### src/rtl/ssd_pkg.sv
package ssd_pkg;
   typedef enum logic {SWEEP_UP = 1'b0, SWEEP_DN = 1'b1} sweep_dir_e;

   localparam int LFSR_W = 16;

   function automatic logic [LFSR_W-1:0] lfsr_step(input logic [LFSR_W-1:0] s);
      return {s[LFSR_W-2:0], s[15] ^ s[13] ^ s[12] ^ s[10]};
   endfunction
endpackage

### src/rtl/ssd_lfsr.sv
module ssd_lfsr
   import ssd_pkg::*;
#(
   parameter logic [15:0] SEED = 16'hACE1
) (
   input  logic              clk,
   input  logic              rst_n,
   input  logic              adv,
   output logic [LFSR_W-1:0] state
);
   logic [LFSR_W-1:0] state_q;

   always_ff @(posedge clk or negedge rst_n) begin
      if (!rst_n)   state_q <= SEED;
      else if (adv) state_q <= lfsr_step(state_q);
   end

   assign state = state_q;


   lfsr_shift_chk: assert property (@(posedge clk) disable iff (!rst_n)
      adv |=> state_q[15:1] == $past(state_q[14:0]));


   lfsr_hold_chk: assert property (@(posedge clk) disable iff (!rst_n)
      !adv |=> $stable(state_q));
endmodule

### src/rtl/ssd_tri.sv
module ssd_tri
   import ssd_pkg::*;
#(
   parameter int OW      = 13,
   parameter int TRI_AMP = 24
) (
   input  logic                 clk,
   input  logic                 rst_n,
   input  logic                 clr,
   input  logic                 step_en,
   input  logic [1:0]           rnd2,
   output logic signed [OW-1:0] tri_off
);
   generate
      if (TRI_AMP == 0) begin : g_no_tri
         assign tri_off = '0;
      end else begin : g_tri
         localparam logic signed [OW-1:0] AMP_P = OW'(TRI_AMP);
         localparam logic signed [OW-1:0] AMP_N = -AMP_P;

         sweep_dir_e          dir_q;
         logic [2:0]          step_q;
         logic signed [OW-1:0] tri_q;
         logic signed [OW-1:0] step_s;
         logic signed [OW-1:0] up_v;
         logic signed [OW-1:0] dn_v;
         logic [2:0]          new_step;

         assign step_s   = $signed({{(OW-3){1'b0}}, step_q});
         assign up_v     = tri_q + step_s;
         assign dn_v     = tri_q - step_s;
         assign new_step = {1'b0, rnd2} + 3'd1;

         always_ff @(posedge clk or negedge rst_n) begin
            if (!rst_n) begin
               tri_q  <= '0;
               dir_q  <= SWEEP_UP;
               step_q <= 3'd1;
            end else if (clr) begin
               tri_q  <= '0;
               dir_q  <= SWEEP_UP;
               step_q <= 3'd1;
            end else if (step_en) begin
               if (dir_q == SWEEP_UP) begin
                  if (up_v >= AMP_P) begin
                     tri_q  <= AMP_P;
                     dir_q  <= SWEEP_DN;
                     step_q <= new_step;
                  end else begin
                     tri_q <= up_v;
                  end
               end else begin
                  if (dn_v <= AMP_N) begin
                     tri_q  <= AMP_N;
                     dir_q  <= SWEEP_UP;
                     step_q <= new_step;
                  end else begin
                     tri_q <= dn_v;
                  end
               end
            end
         end

         assign tri_off = tri_q;


         tri_range_chk: assert property (@(posedge clk) disable iff (!rst_n)
            tri_q >= AMP_N && tri_q <= AMP_P);


         tri_step_chk: assert property (@(posedge clk) disable iff (!rst_n)
            step_q >= 3'd1 && step_q <= 3'd4);


         tri_clear_chk: assert property (@(posedge clk) disable iff (!rst_n)
            clr |=> tri_q == '0 && dir_q == SWEEP_UP);
      end
   endgenerate
endmodule

### src/rtl/ssd_period_calc.sv
module ssd_period_calc #(
   parameter int PER_W    = 10,
   parameter int DUTY_W   = 8,
   parameter int RND_BITS = 4,
   parameter int OW       = PER_W + 3,
   parameter int RB_IN    = (RND_BITS > 0) ? RND_BITS : 1
) (
   input  logic [PER_W-1:0]     nom,
   input  logic [DUTY_W-1:0]    duty,
   input  logic                 act,
   input  logic signed [OW-1:0] tri_off,
   input  logic [RB_IN-1:0]     rnd_src,
   output logic [PER_W:0]       period_nxt,
   output logic [PER_W:0]       on_nxt
);
   localparam int PW = PER_W + 1;

   logic signed [OW-1:0] rnd_off;
   logic signed [OW-1:0] nom_s;
   logic signed [OW-1:0] lo_s;
   logic signed [OW-1:0] hi_s;
   logic signed [OW-1:0] sum_s;
   logic signed [OW-1:0] sat_s;
   logic [DUTY_W+PW-1:0] prod;

   generate
      if (RND_BITS == 0) begin : g_no_rnd
         assign rnd_off = '0;
      end else begin : g_rnd
         assign rnd_off = $signed({{(OW-RND_BITS){rnd_src[RND_BITS-1]}}, rnd_src});
      end
   endgenerate

   always_comb begin
      nom_s = $signed({3'b000, nom});
      lo_s  = nom_s >>> 1;
      hi_s  = nom_s + lo_s;
      sum_s = nom_s + (act ? (tri_off + rnd_off) : '0);
      if (sum_s < lo_s)      sat_s = lo_s;
      else if (sum_s > hi_s) sat_s = hi_s;
      else                   sat_s = sum_s;
      period_nxt = sat_s[PW-1:0];
      prod       = {{PW{1'b0}}, duty} * {{DUTY_W{1'b0}}, period_nxt};
      on_nxt     = prod[DUTY_W +: PW];
   end
endmodule

### src/rtl/spread_clk_dither.sv
module spread_clk_dither
   import ssd_pkg::*;
#(
   parameter int          PER_W     = 10,
   parameter int          DUTY_W    = 8,
   parameter int          RND_BITS  = 4,
   parameter int          TRI_AMP   = 24,
   parameter logic [15:0] LFSR_SEED = 16'hACE1
) (
   input  logic              clk,
   input  logic              rst_n,
   input  logic              dither_en,
   input  logic              ext_sync,
   input  logic [PER_W-1:0]  nom_period,
   input  logic [DUTY_W-1:0] duty_num,
   output logic              cycle_start,
   output logic              pwm_high,
   output logic [PER_W:0]    cur_period,
   output logic [PER_W:0]    cur_on_time
);
   localparam int PW    = PER_W + 1;
   localparam int OW    = PER_W + 3;
   localparam int RB_IN = (RND_BITS > 0) ? RND_BITS : 1;

   generate
      if (PER_W < 4 || PER_W > 20) begin : g_bad_per
         $error("PER_W out of supported range");
      end
      if (RND_BITS < 0 || RND_BITS > 14) begin : g_bad_rnd
         $error("RND_BITS out of supported range");
      end
      if (TRI_AMP < 0 || TRI_AMP >= (1 << (PER_W - 1))) begin : g_bad_tri
         $error("TRI_AMP out of supported range");
      end
      if (DUTY_W < 1 || DUTY_W > 16) begin : g_bad_duty
         $error("DUTY_W out of supported range");
      end
   endgenerate

   logic                 act;
   logic                 wrap;
   logic [PW-1:0]        cnt_q;
   logic [PW-1:0]        per_q;
   logic [PW-1:0]        on_q;
   logic                 cs_q;
   logic [LFSR_W-1:0]    lfsr;
   logic signed [OW-1:0] tri_off;
   logic [PW-1:0]        period_nxt;
   logic [PW-1:0]        on_nxt;

   assign act  = dither_en & ~ext_sync;
   assign wrap = ({1'b0, cnt_q} + {{PW{1'b0}}, 1'b1}) >= {1'b0, per_q};

   ssd_lfsr #(.SEED(LFSR_SEED)) u_lfsr (
      .clk   (clk),
      .rst_n (rst_n),
      .adv   (wrap & act),
      .state (lfsr)
   );

   ssd_tri #(.OW(OW), .TRI_AMP(TRI_AMP)) u_tri (
      .clk     (clk),
      .rst_n   (rst_n),
      .clr     (~act),
      .step_en (wrap & act),
      .rnd2    (lfsr[15:14]),
      .tri_off (tri_off)
   );

   ssd_period_calc #(
      .PER_W(PER_W), .DUTY_W(DUTY_W), .RND_BITS(RND_BITS), .OW(OW), .RB_IN(RB_IN)
   ) u_calc (
      .nom        (nom_period),
      .duty       (duty_num),
      .act        (act),
      .tri_off    (tri_off),
      .rnd_src    (lfsr[RB_IN-1:0]),
      .period_nxt (period_nxt),
      .on_nxt     (on_nxt)
   );

   always_ff @(posedge clk or negedge rst_n) begin
      if (!rst_n) begin
         cnt_q <= '0;
         per_q <= PW'(1);
         on_q  <= '0;
         cs_q  <= 1'b0;
      end else begin
         cs_q <= wrap;
         if (wrap) begin
            cnt_q <= '0;
            per_q <= period_nxt;
            on_q  <= on_nxt;
         end else begin
            cnt_q <= cnt_q + PW'(1);
         end
      end
   end

   assign cycle_start = cs_q;
   assign pwm_high    = cnt_q < on_q;
   assign cur_period  = per_q;
   assign cur_on_time = on_q;

   logic [PW-1:0] nom_ext;
   logic [PW-1:0] nom_lo;
   logic [PW-1:0] nom_hi;
   assign nom_ext = {1'b0, nom_period};
   assign nom_lo  = {2'b00, nom_period[PER_W-1:1]};
   assign nom_hi  = nom_ext + nom_lo;


   period_bounds_chk: assert property (@(posedge clk) disable iff (!rst_n)
      cycle_start |-> cur_period >= $past(nom_lo) && cur_period <= $past(nom_hi));


   nominal_when_off_chk: assert property (@(posedge clk) disable iff (!rst_n)
      (cycle_start && !$past(act)) |-> cur_period == $past(nom_ext));


   period_hold_chk: assert property (@(posedge clk) disable iff (!rst_n)
      !cycle_start |-> ($stable(cur_period) && $stable(cur_on_time)));


   on_le_period_chk: assert property (@(posedge clk) disable iff (!rst_n)
      cur_on_time <= cur_period);


   lfsr_nonzero_chk: assert property (@(posedge clk) disable iff (!rst_n)
      lfsr != '0);
endmodule

### config.mk
export PLATFORM = sky130hd
export DESIGN_NAME = spread_clk_dither
export DESIGN_NICKNAME = d
export VERILOG_FILES = /design/src/rtl/ssd_pkg.sv /design/src/rtl/ssd_lfsr.sv /design/src/rtl/ssd_tri.sv /design/src/rtl/ssd_period_calc.sv /design/src/rtl/spread_clk_dither.sv
export SDC_FILE = /design/constraint.sdc
export NUM_CORES = 1
export LEC_CHECK = 0
export ABC_AREA = 1
export BUFFER_PORTS_ARGS = -buffer_cell sky130_fd_sc_hd__buf_2
export CELL_PAD_IN_SITES_DETAIL_PLACEMENT = 1
export CELL_PAD_IN_SITES_GLOBAL_PLACEMENT = 1
export CORE_MARGIN = 4
export CORE_UTILIZATION = 35
export DETAILED_ROUTE_END_ITERATION = 7
export GPL_TIMING_DRIVEN = 0
export PLACE_DENSITY = 0.65
export SLEW_MARGIN = 15
export SYNTH_ARGS = -nofsm -noshare
export SYNTH_HDL_FRONTEND = slang
export SYNTH_SLANG_ARGS = --single-unit
### constraint.sdc
create_clock -name clk -period 10.5 [get_ports clk]
set_input_delay 2.1 -clock clk [delete_from_list [all_inputs] [get_ports clk]]
set_output_delay 2.1 -clock clk [all_outputs]
set_load 0.01 [all_outputs]
==> flow_metrics.env <==
export IMPL_multi_input_area_sq_um=6450
export IMPL_reg2reg_to="cur_on_time[9]"
export IMPL_worstSkewPairLatency_ns=0.33
export IMPL_clk_pin_slew_ns=0.06
export IMPL_holdPathStages=2
export IMPL_grt_max_degree=50
export IMPL_core_area_sq_um=25400
export IMPL_root_buffer="clkbuf_16"
export IMPL_die_h_um=169
export IMPL_design_die_area_sq_um=28600
export IMPL_cpMostUsedCell="inv_1"
export IMPL_rows=58
export IMPL_synth_ff_type="dfrtp_1"
export IMPL_finalMaxSlewViolations=0
export IMPL_cp_data_required_time_ns=10.72
export IMPL_hp_class="register to register"
export IMPL_ys_ff_latch=67
export IMPL_gp_congestion=0.855
export IMPL_ys_async_sr_fraction_pct=100
export IMPL_htreeDepth=3
export IMPL_tritoncts="done"
export IMPL_drt_total_wl_um=25900
export IMPL_tns_ns=0
export IMPL_ys_types=50
export IMPL_ys_warn_count=0
export IMPL_post_route_util_pct=39.8
export IMPL_synth_most_common_cell="nand2_1"
export IMPL_ys_top_cells_by_area="ha_1 16%, dfrtp_1 16%, fa_1 13%"
export IMPL_ys_seq_area_share_pct=18.6
export IMPL_register_area_sq_um=1690
export IMPL_reg2reg_depth=46
export IMPL_cts_sinks=67
export IMPL_drc_errors=0
export IMPL_start_kind="input port"
export IMPL_dp_hpwl_um=21900
export IMPL_fp_dieW_um=169
export IMPL_fillers=3300
export IMPL_vias_per_cell=4.92
export IMPL_cpMaxStageDelayCell="fa_1"
export IMPL_hold_end="u_lfsr.state[7]"
export IMPL_grt_pass1_vias=8604
export IMPL_status="finished, final reports clean"
export IMPL_setup_viol=0
export IMPL_clockBufferDepth=2
export IMPL_grt_pass1_wl_um=43800
export IMPL_antenna_cells=0
export IMPL_antenna_found_initial=0
export IMPL_synth_fp_nets=1469
export IMPL_avgSynthCellArea_sq_um=7.14
export IMPL_pwr_density_cell_nw_per_um2=209
export IMPL_slew_headroom_pct=59.4
export IMPL_grt_usage_pct=18.6
export IMPL_area_delta_synth_final_pct=11.2
export IMPL_drive_gt1_share_pct=10.4
export IMPL_fin_nets=1531
export IMPL_peakVddDrop_uv=330
export IMPL_tightestPinTransition_ns=0.609
export IMPL_synth_cells=1273
export IMPL_hold_violations=0
export IMPL_design_portCount=46
export IMPL_arrival_ns=10.11
export IMPL_ant_nets=0
export IMPL_reg2reg_from="u_lfsr.state[0]"
export IMPL_wl_per_cell_um=15.5
export IMPL_min_period_ns=9.89
export IMPL_overflow=0
export IMPL_drt_first_pass_iters=4
export IMPL_synthTopCellsByCount="293 x nand2_1, 234 x inv_1, 140 x nor2_1, 116 x ha_1, 65 x a21oi_1"
export IMPL_fmaxAchievable_mhz=101
export IMPL_synth_edff_count=0
export IMPL_period_share_pct=94.2
export IMPL_critPathMaxStageDelay_ns=0.54
export IMPL_port_buffers=45
export IMPL_cp_max_fo=10
export IMPL_p_leak_nw=5.74
export IMPL_synth_top_cell_by_area="ha_1"
export IMPL_drt_initial_drc_count=286
export IMPL_vias=8216
export IMPL_worstHoldStart="u_lfsr.state[6]"
export IMPL_skew_ns=0.00783
export IMPL_end_kind="register"
export IMPL_start_util_pct=35.8
export IMPL_max_cap_viol_count=0
export IMPL_numCtsBuffers=9
export IMPL_synth_area_sq_um=9090
export IMPL_worstSetupPathType="input port to register"
export IMPL_reg2reg_slack_ns=1.33
export IMPL_ctsHoldBuffers=0
export IMPL_synth_top_area_share_pct=16.0
==> worst max path at each step <==
stage | depth (start not counted) | slack [ns] | startpoint | to
after global routing | 45 | -0.02 | dither_en | cur_on_time[9]
after global placement | 43 | -0.38 | ext_sync | cur_on_time[9]
after CTS | 40 | 0.07 | ext_sync | cur_on_time[9]
final | 41 | 0.61 | dither_en | cur_on_time[9]
after floorplan | 44 | 1.42 | dither_en | cur_on_time[9]
after detailed placement | 40 | -0.55 | ext_sync | cur_on_time[9]
==> per-layer routing <==
metal,wire [um],vias up,track usage [%]
met4,305,0,3.19
met2,12700,69,32.7
met1,12300,3993,25.1
li1,-,4135,-
met5,0,-,0
met3,601,19,2.00
==> report_power, final <==
group          internal [mW]  total [mW]             switching (mW)
clock network          0.167       0.290                      0.123
registers              0.258       0.258  0.00000000000000000000473
logic                  0.552        1.57                       1.02
==> flip-flops by register name, indices dropped and copies added (netlist names) <==
signal	flops
u_lfsr.state	16
u_tri.tri_off	13
cnt_q	11
cur_on_time	11
cur_period	11
u_tri.g_tri.step_q	3
cycle_start	1
u_tri.g_tri.dir_q	1
==> critical path: cells and delay by family <==
family	cells	cell delay, ns
buf+inv	11	1.13
compound gates	3	0.79
simple gates	19	2.62
fa+ha+maj	8	3.46
==> kinds of logic after synthesis <==
group	count (synthesis)	synth area share, %
and+or+nand+nor	559	26.8
buffers and inverters	260	10.8
adders and majority gates	174	28.7
AOI/OAI and AO/OA	161	10.1
DFF	67	18.6
xor gates and xnor gates	52	5.01
==> per-stage QoR <==
stage | hold slack, ns | std cells | cell area (sq um) | power [mW] | setup WS (ns)
after floorplan | 0.422 | 1273 | 9090 | 1.43 | 1.42
final | 0.464 | 1670 | 10100 | 2.12 | 0.613
after global placement | 0.453 | 1648 | 9730 | 1.80 | -0.379
after global routing | 0.481 | 1670 | 10100 | 2.39 | -0.0205
after detailed placement | 0.459 | 1649 | 9760 | 1.84 | -0.550
after CTS | 0.468 | 1665 | 10000 | 2.15 | 0.0651
==> layout by cell type, fill, tap and decap left out, drive strengths merged, types with 3 or more instances in the layout <==
| cell type | count |
|---|---|
| nor4 | 4 |
| nor3 | 9 |
| buf | 56 |
| clkinv | 7 |
| nand4 | 15 |
| a31oi | 7 |
| a21o | 4 |
| a21oi | 68 |
| clkbuf | 20 |
| o21ai | 56 |
| nand2 | 309 |
| xnor2 | 10 |
| xor2 | 42 |
| ha | 116 |
| inv | 243 |
| fa | 58 |
| o22ai | 3 |
| nor2 | 151 |
| dfrtp | 57 |
| o21bai | 7 |
| nand3 | 66 |
| dfstp | 10 |
==> repair_timing <==
action | CTS | global route
pin swaps | 0 | 2
gates resized for setup | 1 | 6
endpoints found under the setup margin | 1 | 2
setup buffers | 0 | 5
==> cell type report <==
type | instances | share of cell area [%]
inverter | 246 | 9.13
clock inverter | 5 | 0.384
tap | 330 | 4.08
multi-input combinational | 946 | 63.8
buffer | 14 | 0.569
timing repair buffer | 51 | 2.90
clock buffer | 11 | 2.40
sequential | 67 | 16.7
(Power assumes the default switching activity.)
